<file path="config.mk">
export PLATFORM = sky130hd
export DESIGN_NAME = otp_fuse_seq
export DESIGN_NICKNAME = d
export VERILOG_FILES = /design/src/rtl/otp_pkg.sv /design/src/rtl/otp_strobe_gen.sv /design/src/rtl/otp_shadow_bank.sv /design/src/rtl/otp_fuse_seq.sv
export SDC_FILE = /design/constraint.sdc
export NUM_CORES = 1
export LEC_CHECK = 0
export BUFFER_PORTS_ARGS = -buffer_cell sky130_fd_sc_hd__buf_2
export CAP_MARGIN = 20
export CORE_AREA = 2 2 258 260
export DETAILED_ROUTE_END_ITERATION = 10
export DIE_AREA = 0 0 260 262
export MAX_ROUTING_LAYER = met4
export RECOVER_POWER = 25
export SKIP_LAST_GASP = 1
export SLEW_MARGIN = 5
export SYNTH_ARGS = -nofsm -noshare
export SYNTH_HDL_FRONTEND = slang
export SYNTH_HIERARCHICAL = 1
export SYNTH_SLANG_ARGS = --single-unit
</file>
<file path="constraint.sdc">
create_clock -name clk -period 8.6 [get_ports clk]
set_clock_uncertainty 0.05 [all_clocks]
set_input_delay 0.43 -clock clk [delete_from_list [all_inputs] [get_ports clk]]
set_output_delay 0.43 -clock clk [all_outputs]
set_load 0.05 [all_outputs]
</file>
<file path="src/rtl/otp_pkg.sv">
package otp_pkg;

    localparam int OTP_TW = 8;           // width of each timing field
    localparam int OTP_CW = OTP_TW + 1;  // width of derived cycle counts

    typedef enum logic [1:0] {
        OP_NONE   = 2'd0,
        OP_READ   = 2'd1,
        OP_PROG   = 2'd2,
        OP_RELOAD = 2'd3
    } otp_op_e;

    typedef enum logic [2:0] {
        PH_IDLE,
        PH_SETUP,
        PH_PRE,
        PH_ACT,
        PH_POST
    } otp_phase_e;

    typedef struct packed {
        logic [OTP_TW-1:0] strobe_prog;
        logic [OTP_TW-1:0] strobe_read;
        logic [OTP_TW-1:0] relax;
        logic [OTP_TW-1:0] setup_rd;
    } otp_timing_t;

    typedef struct packed {
        logic [OTP_CW-1:0] setup;
        logic [OTP_CW-1:0] relax;
        logic [OTP_CW-1:0] pulse;
    } otp_lens_t;

    localparam logic [2:0] REG_CTRL    = 3'd0;
    localparam logic [2:0] REG_CMD     = 3'd1;
    localparam logic [2:0] REG_PDATA   = 3'd2;
    localparam logic [2:0] REG_TIMING  = 3'd3;
    localparam logic [2:0] REG_LOCK    = 3'd4;
    localparam logic [2:0] REG_ERRCLR  = 3'd5;
    localparam logic [2:0] REG_VERSION = 3'd6;

    // Turn raw timing fields into phase lengths in cycles.
    function automatic otp_lens_t make_lens(otp_timing_t t, logic prog);
        otp_lens_t l;
        int        s;
        int        strobe;
        strobe  = prog ? int'(t.strobe_prog) : int'(t.strobe_read);
        s       = strobe + 1 - 2 * (int'(t.relax) + 1);
        if (s < 1) s = 1;
        l.relax = {1'b0, t.relax} + OTP_CW'(1);
        l.setup = prog ? l.relax : ({1'b0, t.setup_rd} + OTP_CW'(1));
        l.pulse = OTP_CW'(s);
        return l;
    endfunction

endpackage

</file>
<file path="src/rtl/otp_strobe_gen.sv">
module otp_strobe_gen
    import otp_pkg::*;
(
    input  logic      clk,
    input  logic      rst,
    input  logic      start,
    input  logic      start_prog,
    input  otp_lens_t start_lens,
    output logic      rd_stb,
    output logic      pg_stb,
    output logic      capture,
    output logic      done
);

    otp_phase_e        phase_q;
    logic [OTP_CW-1:0] cnt_q;
    logic              prog_q;
    otp_lens_t         lens_q;

    always_ff @(posedge clk) begin
        if (rst) begin
            phase_q <= PH_IDLE;
            cnt_q   <= '0;
            prog_q  <= 1'b0;
            lens_q  <= '0;
        end else if (start) begin
            phase_q <= PH_SETUP;
            cnt_q   <= start_lens.setup - OTP_CW'(1);
            prog_q  <= start_prog;
            lens_q  <= start_lens;
        end else if (phase_q != PH_IDLE) begin
            if (cnt_q != '0) begin
                cnt_q <= cnt_q - OTP_CW'(1);
            end else begin
                unique case (phase_q)
                    PH_SETUP: begin phase_q <= PH_PRE;  cnt_q <= lens_q.relax - OTP_CW'(1); end
                    PH_PRE:   begin phase_q <= PH_ACT;  cnt_q <= lens_q.pulse - OTP_CW'(1); end
                    PH_ACT:   begin phase_q <= PH_POST; cnt_q <= lens_q.relax - OTP_CW'(1); end
                    default:  phase_q <= PH_IDLE;
                endcase
            end
        end
    end

    assign rd_stb  = (phase_q == PH_ACT) && !prog_q;
    assign pg_stb  = (phase_q == PH_ACT) &&  prog_q;
    assign capture = (phase_q == PH_ACT)  && (cnt_q == '0);
    assign done    = (phase_q == PH_POST) && (cnt_q == '0);

    // Independent run-length counter used only by the checks below.
    logic [OTP_CW-1:0] run_q;
    otp_phase_e        prev_phase_q;
    always_ff @(posedge clk) begin
        if (rst) begin
            run_q        <= '0;
            prev_phase_q <= PH_IDLE;
        end else begin
            prev_phase_q <= phase_q;
            run_q        <= (start || phase_q != prev_phase_q) ? OTP_CW'(1) : run_q + OTP_CW'(1);
        end
    end

    logic [OTP_CW-1:0] cur_run;
    assign cur_run = (phase_q != prev_phase_q) ? OTP_CW'(1) : run_q + OTP_CW'(1);

    p_pulse_width_r3: assert property (@(posedge clk) disable iff (rst)
        (capture && prev_phase_q != PH_IDLE) |-> (cur_run == lens_q.pulse));

    p_relax_tail_r3: assert property (@(posedge clk) disable iff (rst)
        (done && prev_phase_q != PH_IDLE) |-> (cur_run == lens_q.relax));

    p_single_strobe_r5: assert property (@(posedge clk) disable iff (rst)
        $onehot0({rd_stb, pg_stb}));

endmodule

</file>
<file path="src/rtl/otp_shadow_bank.sv">
module otp_shadow_bank #(
    parameter int NW = 8,
    parameter int DW = 32,
    parameter int IW = $clog2(NW)
) (
    input  logic          clk,
    input  logic          rst,
    input  logic          ld_en,
    input  logic          or_en,
    input  logic [IW-1:0] wr_idx,
    input  logic [DW-1:0] wr_data,
    input  logic [NW-1:0] lock_set,
    input  logic [IW-1:0] rd_idx,
    output logic [DW-1:0] rd_word,
    output logic [NW-1:0] lock_q
);

    logic [DW-1:0] word_q [NW];

    for (genvar i = 0; i < NW; i++) begin : g_word
        always_ff @(posedge clk) begin
            if (rst) begin
                word_q[i] <= '0;
            end else if (wr_idx == IW'(i)) begin
                if (ld_en)      word_q[i] <= wr_data;
                else if (or_en) word_q[i] <= word_q[i] | wr_data;
            end
        end

        p_merge_keeps_ones_r4: assert property (@(posedge clk) disable iff (rst)
            (or_en && !ld_en && wr_idx == IW'(i)) |=> ((word_q[i] & $past(word_q[i])) == $past(word_q[i])));

        p_lock_sticky_r7: assert property (@(posedge clk) disable iff (rst)
            lock_q[i] |=> lock_q[i]);
    end

    always_ff @(posedge clk) begin
        if (rst) lock_q <= '0;
        else     lock_q <= lock_q | lock_set;
    end

    assign rd_word = word_q[rd_idx];

endmodule

</file>
<file path="src/rtl/otp_fuse_seq.sv">
module otp_fuse_seq
    import otp_pkg::*;
#(
    parameter int          NW      = 8,
    parameter int          DW      = 32,
    parameter int          AW      = 6,
    parameter logic [31:0] VERSION = 32'h0001_0003
) (
    input  logic                  clk,
    input  logic                  rst,
    input  logic                  bus_we,
    input  logic [AW-1:0]         bus_addr,
    input  logic [DW-1:0]         bus_wdata,
    output logic [DW-1:0]         bus_rdata,
    output logic [$clog2(NW)-1:0] fuse_addr,
    output logic                  fuse_rd_stb,
    output logic                  fuse_pg_stb,
    output logic [DW-1:0]         fuse_wdata,
    input  logic [DW-1:0]         fuse_rdata
);

    localparam int TBITS = $bits(otp_timing_t);
    localparam int IW    = $clog2(NW);

    // ---------------- bus decode ----------------
    logic       is_shadow;
    logic [2:0] reg_sel;
    logic       reg_we, cmd_we, clr_we;
    otp_op_e    cmd_op;
    logic [IW-1:0] cmd_idx;

    assign is_shadow = bus_addr[AW-1];
    assign reg_sel   = bus_addr[2:0];
    assign reg_we    = bus_we && !is_shadow;
    assign cmd_we    = reg_we && (reg_sel == REG_CMD);
    assign clr_we    = reg_we && (reg_sel == REG_ERRCLR);
    assign cmd_op    = otp_op_e'(bus_wdata[1:0]);
    assign cmd_idx   = bus_wdata[8 +: IW];

    // ---------------- state ----------------
    logic          busy_q, err_q;
    otp_op_e       op_q;
    logic [IW-1:0] idx_q;
    otp_timing_t   tim_reg, tim_q;
    logic [DW-1:0] pdata_q, pdata_lat;
    logic [NW-1:0] lock_q;

    logic accept, reject, restart, gen_start, gen_prog;
    logic capture, done;
    otp_lens_t gen_lens;

    assign reject  = cmd_we && (cmd_op != OP_NONE) &&
                     (busy_q || err_q || (cmd_op == OP_PROG && lock_q[cmd_idx]));
    assign accept  = cmd_we && (cmd_op != OP_NONE) && !reject;
    assign restart = busy_q && (op_q == OP_RELOAD) && done && (idx_q != IW'(NW - 1));

    assign gen_start = accept || restart;
    assign gen_prog  = accept ? (cmd_op == OP_PROG) : (op_q == OP_PROG);
    assign gen_lens  = make_lens(accept ? tim_reg : tim_q, gen_prog);

    always_ff @(posedge clk) begin
        if (rst) begin
            busy_q    <= 1'b0;
            err_q     <= 1'b0;
            op_q      <= OP_NONE;
            idx_q     <= '0;
            tim_reg   <= '0;
            tim_q     <= '0;
            pdata_q   <= '0;
            pdata_lat <= '0;
        end else begin
            if (reg_we && reg_sel == REG_PDATA)  pdata_q <= bus_wdata;
            if (reg_we && reg_sel == REG_TIMING) tim_reg <= otp_timing_t'(bus_wdata[TBITS-1:0]);

            if (accept) begin
                busy_q    <= 1'b1;
                op_q      <= cmd_op;
                idx_q     <= (cmd_op == OP_RELOAD) ? '0 : cmd_idx;
                tim_q     <= tim_reg;
                pdata_lat <= pdata_q;
            end else if (restart) begin
                idx_q <= idx_q + IW'(1);
            end else if (done) begin
                busy_q <= 1'b0;
            end

            if (reject)                     err_q <= 1'b1;
            else if (clr_we && bus_wdata[1]) err_q <= 1'b0;
        end
    end

    // ---------------- strobe timing ----------------
    otp_strobe_gen u_gen (
        .clk        (clk),
        .rst        (rst),
        .start      (gen_start),
        .start_prog (gen_prog),
        .start_lens (gen_lens),
        .rd_stb     (fuse_rd_stb),
        .pg_stb     (fuse_pg_stb),
        .capture    (capture),
        .done       (done)
    );

    // ---------------- shadow bank ----------------
    logic [DW-1:0] shadow_word;
    logic [NW-1:0] lock_set;
    logic          is_prog_op;

    assign is_prog_op = (op_q == OP_PROG);
    assign lock_set   = (reg_we && reg_sel == REG_LOCK) ? bus_wdata[NW-1:0] : '0;

    otp_shadow_bank #(.NW(NW), .DW(DW), .IW(IW)) u_bank (
        .clk      (clk),
        .rst      (rst),
        .ld_en    (capture && !is_prog_op),
        .or_en    (capture &&  is_prog_op),
        .wr_idx   (idx_q),
        .wr_data  (is_prog_op ? pdata_lat : fuse_rdata),
        .lock_set (lock_set),
        .rd_idx   (bus_addr[IW-1:0]),
        .rd_word  (shadow_word),
        .lock_q   (lock_q)
    );

    assign fuse_addr  = idx_q;
    assign fuse_wdata = is_prog_op ? pdata_lat : '0;

    // ---------------- read mux ----------------
    always_comb begin
        bus_rdata = '0;
        if (is_shadow) begin
            bus_rdata = shadow_word;
        end else begin
            case (reg_sel)
                REG_CTRL:    bus_rdata[1:0]       = {err_q, busy_q};
                REG_PDATA:   bus_rdata            = pdata_q;
                REG_TIMING:  bus_rdata[TBITS-1:0] = tim_reg;
                REG_LOCK:    bus_rdata[NW-1:0]    = lock_q;
                REG_VERSION: bus_rdata            = DW'(VERSION);
                default:     bus_rdata            = '0;
            endcase
        end
    end

    // ---------------- checks ----------------
    p_strobe_in_busy_r5: assert property (@(posedge clk) disable iff (rst)
        (fuse_rd_stb || fuse_pg_stb) |-> busy_q);

    p_busy_reject_r6: assert property (@(posedge clk) disable iff (rst)
        (cmd_we && cmd_op != OP_NONE && busy_q) |=> err_q);

    p_err_blocks_start_r6: assert property (@(posedge clk) disable iff (rst)
        (cmd_we && err_q && !busy_q) |=> !busy_q);

    p_err_holds_r8: assert property (@(posedge clk) disable iff (rst)
        (err_q && !(clr_we && bus_wdata[1])) |=> err_q);

    p_locked_no_prog_r7: assert property (@(posedge clk) disable iff (rst)
        (cmd_we && cmd_op == OP_PROG && lock_q[cmd_idx]) |=> (err_q && !fuse_pg_stb));

endmodule

</file>
# Yosys cells after proc, flatten, opt, wreduce, memory -nomap -nowiden
# Memory sizes are Yosys's and may differ from the RTL's.
# Cells that the tools add are included.
# op_classes
add_sub_neg	10
magnitude_cmp	2
eq_ne	24
mux	99
bitwise	26
n_reduce_logical	44
# op_table
cell	n
two-way mux 32 bit	20
OR 32 bit	8
case mux 24 bit (3 select lines)	1
two-way mux 1 bit	63
two-way mux 9 bit	5
adder 8 x 1 -> 9 bit, second input constant	4
subtractor 9 x 1 -> 9 bit, second input constant	4
== test 3 bit, second input constant	8
logical AND 1 bit	20
== test 3 x 2 -> 1 bit, second input constant	6
case mux 6 bit (3 select lines)	1
case mux 9 bit (2 select lines)	1
two-way mux 8 bit	2
OR 1 bit	16
< comparator 11 x 2 -> 1 bit, second input constant	1
subtractor 9 x 10 -> 11 bit	1
case mux 2 bit (5 select lines)	1
nonzero test 2 bit	5
== test 3 x 1 -> 1 bit, second input constant	3
zero test 9 bit	1
two-way mux 3 bit	3
case mux 3 bit (3 select lines)	1
nonzero test 9 bit	1
== test 2 bit, second input constant	4
14 further kinds	25
# word_totals
ff_bits	174
ram_bits	256
input_bits	73
output_inout_bits	69
word_cells	227
mem_count	1
# mem_list
memory	words	word_bits	rd	rd_ports_with_merged_regs	wr	line	source
u_bank.word_q	8	32	9	0	8	otp_shadow_bank.sv:18	logic [DW-1:0] word_q [NW];

# Longest topological paths before layout
# Gate-level depths: netlist of the first run.
# logic_depth
ltp_word	13
ltp_mapped	23

# By module
# Netlist of the first run, hierarchy kept.
# modules_own_cells
mod	n_inst	cells_per_inst	area_each_um2	seq_area_each_um2
otp_shadow_bank	1	1057	13334.0	7847.5
otp_fuse_seq	1	1012	7667.4	2702.6
otp_strobe_gen	1	175	1605.3	620.6

# Least setup slack after synthesis of the first run
# Ideal clock, no wire load.
# synth_timing
kind	input-to-reg
startpoint	input port bus_addr[5]
endpoint	register u_gen/lens_q[0] (netlist bit)
setup_time_ns	0.065
arrival_time_ns	4.436
setup_slack_ns	4.049
path_stages	20
path_buffers	3
cell_sequence	clkbuf_1 -> nand4bb_1 -> or4_4 -> a21o_1 -> buf_6 -> buf_2 -> mux2i_1 -> inv_1 -> ha_1 -> inv_1 -> ha_1 -> fa_1 -> a21o_1 -> a21oi_1 -> o21ai_0 -> nor3_1 -> a21oi_1 -> o311ai_1 -> mux2i_1 -> nor2_1
# synth_lines
element	line	source
from (decl)	otp_fuse_seq.sv:12	input logic [AW-1:0] bus_addr,
to (signal assigned)	otp_strobe_gen.sv:30	lens_q <= start_lens;
to (decl)	otp_strobe_gen.sv:18	otp_lens_t lens_q;

==> out/qor.yml, run 1 <==
clocking:
  htreeDepth: 2
  ctsHoldBuffers: 0
  cts_resized: 0
  cts_made_buffers: 48
  clkTransAtPathRegs_ns: 0.06
  tritoncts: "done"
  clockBufferDepth: 3
  clock-root-buffer: "clkbuf_16"
  cts.sinks: 430
  clk_latency_ns: 0.59
  post_cts_buffers: 0
detailed_routing:
  num_vias: 18069
  via_per_inst: 5.73
  drt_iter0_drc: 1880
  wl_per_cell_um: 22.4
  drc: 0
  routed_wl_um: 70600
  ant_nets: 0
  dr.pass1.iters: 5
synthesis:
  synth_seq_cells: 430
  synth_nets: 2338
  synth_area_per_cell_um2: 10.1
  async_flop_share: 0
  yosysSeqAreaShare: 0.494
  synth_flop_cell: "edfxtp_1"
  synth_cell_types: 71
  synth-edff-count: 256
  syn_inst: 2244
  synth_area_leaders: "edfxtp_1 (34%), dfxtp_1 (15%), a31oi_1 (7.2%)"
  ys_warn_count: 6
  synth_area_um2: 22600
  synth.top_cell.area_share: 0.340
  yosysTopAreaCell: "edfxtp_1"
setup_path:
  cp_max_fo: 80
  startpoint_type: "input port"
  critPathTopFamily: "buffers and inverters"
  crit_path_end_kind: "flop"
  cp.arrival_ns: 7.10
  ff2ff_setup_slack_ns: 3.43
  worstSetupPathType: "input port to flop"
  critPathBufInv: 3
  cpMaxStageDelayCell: "clkbuf_1"
  critPathMostFrequentCell: "ha_1"
  required_ns: 9.05
  max_stage_delay_ns: 1.87
  crit_chain: "buf_2 -> clkbuf_1 -> o21bai_1 -> or4_1 -> a21o_4 -> mux2i_1 -> inv_1 -> ha_1 -> xor2_1 -> ha_1 -> ha_1 -> a21o_1 -> a21oi_1 -> o21ai_0 -> nor3_1 -> a21oi_1 -> o311ai_1 -> mux2i_1 -> nor2_1"
final_layout:
  most-common-layout-cells: "nor2_1 (340), nand2_1 (301), a31oi_1 (259), edfxtp_1 (256), dfxtp_1 (174)"
  mostFrequentLayoutCell: "nor2_1"
  fin_nets: 2345
  largest_reg_flops: 256
  final_core_util: 0.388
  area_delta_synth_final_pct: 11.9
  stdcell_area_um2: 25300
  layout-drive-gt1-share: 0.150
  top_register: "u_bank/word_q"
floorplanning:
  die_y_um: 262
  initial_core_util: 0.346
  pin_count: 142
  fp.dieW_um: 260
  die_area_um2: 68100
  core_area_um2: 65300
  row_count: 94
place:
  placement.cell_area_um2: 23800
  portBuffers: 139
  gp_congestion: 0.861
  dpl.hpwl_um: 43900
status:
  violations: "capacitance limit, slew limit"
  status: "finished with violations"
sta:
  tightest_slew_ns: 4.35
  max_freq_mhz: 150
  hold_viol_final: 0
  setup_violations: 0
  slew_headroom: -1.90
  rsz0062_at_grt: "false"
  tns_ns: 0
  slew_violations: 168
  period_share: 0.773
  period_needed_ns: 6.65
power_and_ir_drop:
  p_leak_nw: 8.96
  fin_total_pwr_mw: 4.87
  vdd_drop_max_mv: 0.131
  p_per_area_nw_per_um2: 193
grt:
  grt_max_degree: 101
  first_global_vias: 17128
  track_usage: 0.209
  gr-total-overflow: 0
  antenna_found_initial: 0
  grt_pass1_wl_um: 106000
run:
  cap_violations: 4
worst_hold_path:
  min_path_type: "input port to flop"
power breakdown:
| group | total, mW | internal (mW) | switching, mW |
|---|---|---|---|
| logic | 0.566 | 0.201 | 0.365 |
| clock network | 2.03 | 1.19 | 0.836 |
| registers | 2.28 | 2.24 | 0.0409 |
worst min-delay path: stages:
cell     delay [ns]
buf_2          0.11
nand2_1        0.05
a21oi_1        0.05
per-stage QoR:
step                      setup slack, ns  hold WS [ns]  instances
after floorplan                      4.05         0.386       2244
after detailed placement             2.74         0.396       3063
after CTS                            3.32        0.0352       3148
after global placement               2.77         0.391       3062
final                                1.95        0.0644       3151
after global routing                 1.54        0.0535       3150
path summary, 6_finish.rpt:
path | depth (start not counted) | end | startpoint
setup reg to reg | 15 | u_gen/lens_q[0]$_SDFFE_PP0P_ | u_bank/lock_q[7]$_SDFF_PP0_
setup / recovery | 19 | u_gen/lens_q[0]$_SDFFE_PP0P_ | bus_addr[2]
hold reg to reg | 2 | tim_q[18]$_SDFF_PP0_ | tim_q[18]$_SDFF_PP0_
hold / removal | 3 | pdata_q[30]$_SDFFE_PP0P_ | bus_wdata[30]
Yosys cell counts (all sizes together), types with 3 or more instances:
library cell,number
nand4,10
clkbuf,113
and3,10
or2,3
nand2,302
buf,107
xnor2,14
dfxtp,174
o22ai,3
xor2,14
o21ai,39
o211ai,4
mux2i,93
nand3,20
nor4,3
o21bai,5
o31ai,10
nor2,342
edfxtp,256
nor2b,10
and2,44
nor3,8
mux4,66
nand2b,4
a211oi,8
a31oi,259
a221oi,8
mux2,77
a31o,3
inv,27
o311ai,4
a21o,6
a21oi,151
ha,20
layout make-up:
type	instances	area [µm²]
Antenna cell	1	2.50
Tap cell	864	1080
Sequential cell	430	11200
Inverter	27	104
Clock buffer	71	1380
Timing Repair Buffer	177	981
Multi-Input combinational cell	1567	10400
Fill cell	6424	40000
Clock inverter	14	149
routing by layer:
metal  wire length (µm)  track usage  up-vias
li1                   -            -     8190
met1              30000        0.276     8930
met2              33500        0.334      855
met3               5530       0.0328       94
met4               1620       0.0524        0
met5                  0            -        -
logic make-up (layout without fill, tap and decap cells):
group                      count (synthesis)  in the layout  synth area share
and+or+nand+nor                          772            772             0.143
xor gates and xnor gates                  28             28            0.0108
adders and majority gates                 21             21            0.0120
muxes                                    236            236             0.154
DFF                                      430            430             0.494
AOI/OAI and AO/OA                        510            510             0.136
other                                      0              1                 0
buffers and inverters                    247            289            0.0497
(Power assumes the default switching activity.)
==> run 2: changes to the inputs <==
Clock period 8.6 ns to 5.5 ns, I/O delays scaled along.
==> out/qor.yml, run 2 (synthesized netlist as in run 1, its figures left out) <==
status:
  status: "finished with violations"
  violations: "capacitance limit, slew limit"
setup_path:
  r2r-end: "u_gen/lens_q[0]$_SDFFE_PP0P_"
  rr_worst_depth: 18
  r2r_start: "u_bank/lock_q[7]$_SDFF_PP0_"
  crit_path_end_kind: "flop"
  cp.arrival_ns: 5.54
  required_ns: 5.96
  worstSetupPathType: "input port to flop"
  startpoint: "bus_wdata[9]"
  startpoint_type: "input port"
  cp_max_fo: 79
  endpoint: "u_gen/lens_q[0]$_SDFFE_PP0P_"
  ff2ff_setup_slack_ns: 0.58
clocking:
  post_cts_buffers: 0
  cts.sinks: 430
  tritoncts: "done"
  htreeDepth: 2
  clockBufferDepth: 3
  cts_resized: 0
  clk_latency_ns: 0.58
  clkTransAtPathRegs_ns: 0.06
  clock-root-buffer: "clkbuf_16"
  cts_made_buffers: 47
grt:
  gr-usage-met3: 0.0335
  track_usage: 0.212
  grt_pass1_wl_um: 108000
  grt_max_degree: 129
  grt_use_met2: 0.336
  gr-total-overflow: 0
  met1_usage: 0.278
  top_usage_layer: "met2"
  antenna_found_initial: 0
  first_global_vias: 17703
final_layout:
  fin_nets: 2384
  largest_reg_flops: 256
  layout-drive-gt1-share: 0.147
  stdcell_area_um2: 25600
  num_antenna_cells: 0
  mostFrequentLayoutCell: "nor2_1"
  final_core_util: 0.392
  top_register: "u_bank/word_q"
  most-common-layout-cells: "nor2_1 (340), nand2_1 (301), a31oi_1 (259), edfxtp_1 (256), dfxtp_1 (174)"
  layout.cells.non_filler: 3191
  area_delta_synth_final_pct: 13.2
power_and_ir_drop:
  p_leak_nw: 9.09
  vdd_drop_max_mv: 0.164
  p_per_area_nw_per_um2: 296
  fin_total_pwr_mw: 7.58
sta:
  tightest_slew_ns: 2.65
  hold_viol_final: 0
  tns_ns: 0
  slew_violations: 143
  setup_violations: 0
  slew_headroom: -0.767
  setup_slack_ns: 0.414
  rsz0062_at_grt: "false"
  period_needed_ns: 5.09
  period_share: 0.925
  max_freq_mhz: 197
  timing.hold.ws_ns: 0.107
place:
  placement.cell_area_um2: 23900
  dp_cells: 3073
  dpl.hpwl_um: 45100
  portBuffers: 139
  place_ws_ns: 0.476
  gp_congestion: 0.880
detailed_routing:
  drt_iter0_drc: 2053
  num_vias: 18388
  via_per_inst: 5.76
  dr.pass1.iters: 5
  wl_per_cell_um: 22.6
  ant_nets: 0
  routed_wl_um: 72200
  drc: 0
worst_hold_path:
  min_path_type: "input port to flop"
floorplanning:
  pin_count: 142
  die_y_um: 262
  core_area_um2: 65300
  initial_core_util: 0.346
  row_count: 94
  fp.dieW_um: 260
  die_area_um2: 68100
run:
  cap_violations: 4
-- run 2: cell types whose count changed in the layout (fill, tap and decap cells not counted), moves of 2 or more --
cell           delta
clkbuf_1          +7
buf_12            +2
dlygate4sd3_1    +32
buf_16            -2
and2_1            -2
buf_2             -7
buf_4            +10
and2_0            +2
clkinv_2          +4
clkbuf_8          -5
-- run 2: worst min-delay path by stage --
stage | startpoint | slack, ns | cells after the start | to
2_1_floorplan | rst | 0.36 | 1 | u_gen/cnt_q[8]$_SDFFE_PP0P_
4_1_cts | bus_addr[2] | 0.08 | 5 | err_q$_SDFFE_PP0P_
5_1_grt | bus_addr[2] | 0.17 | 5 | err_q$_SDFFE_PP0P_
3_3_place_gp | tim_q[19]$_SDFF_PP0_ | 0.39 | 2 | tim_q[19]$_SDFF_PP0_
3_5_place_dp | tim_q[23]$_SDFF_PP0_ | 0.40 | 2 | tim_q[23]$_SDFF_PP0_
6_report | bus_addr[2] | 0.11 | 5 | err_q$_SDFFE_PP0P_
-- run 2: area by class of cell --
class	instances	area, µm²
clock buffers	67	1310
fillers	6339	39700
inverters	27	104
repair buffers	217	1330
flip-flops and latches	430	11200
well taps	864	1080
clock inverters	19	176
multi-input cells	1567	10400
-- run 2: routing by layer --
| metal | vias up | wire [µm] |
|---|---|---|
| li1 | 8271 | - |
| met1 | 9043 | 29800 |
| met2 | 961 | 34000 |
| met3 | 113 | 6340 |
| met4 | 0 | 2110 |
| met5 | - | 0 |
-- run 2: power breakdown --
group | leakage, nW | switching [mW] | internal [mW]
logic | 4.32 | 0.570 | 0.323
clock network | 0.724 | 1.32 | 1.80
registers | 4.05 | 0.0640 | 3.50
-- run 2: worst max-delay path, cell delays in order --
cell	delay (ns)
dlygate4sd3_1	0.53
buf_2	0.20
mux4_2	0.57
mux2_1	0.39
a21o_4	0.25
buf_4	0.40
nand2_1	0.21
nand2_1	0.08
ha_1	0.23
xor2_1	0.34
ha_1	0.30
ha_1	0.35
a21o_1	0.20
a21oi_1	0.21
o21ai_0	0.21
nor3_1	0.23
a21oi_1	0.06
o311ai_1	0.28
mux2i_1	0.14
nor2_1	0.10
-- run 2: what timing repair did --
action / in CTS / in global routing
hold buffers: 32 / 0
hold endpoints to repair: 69 / 0
setup endpoints to repair: 0 / 0
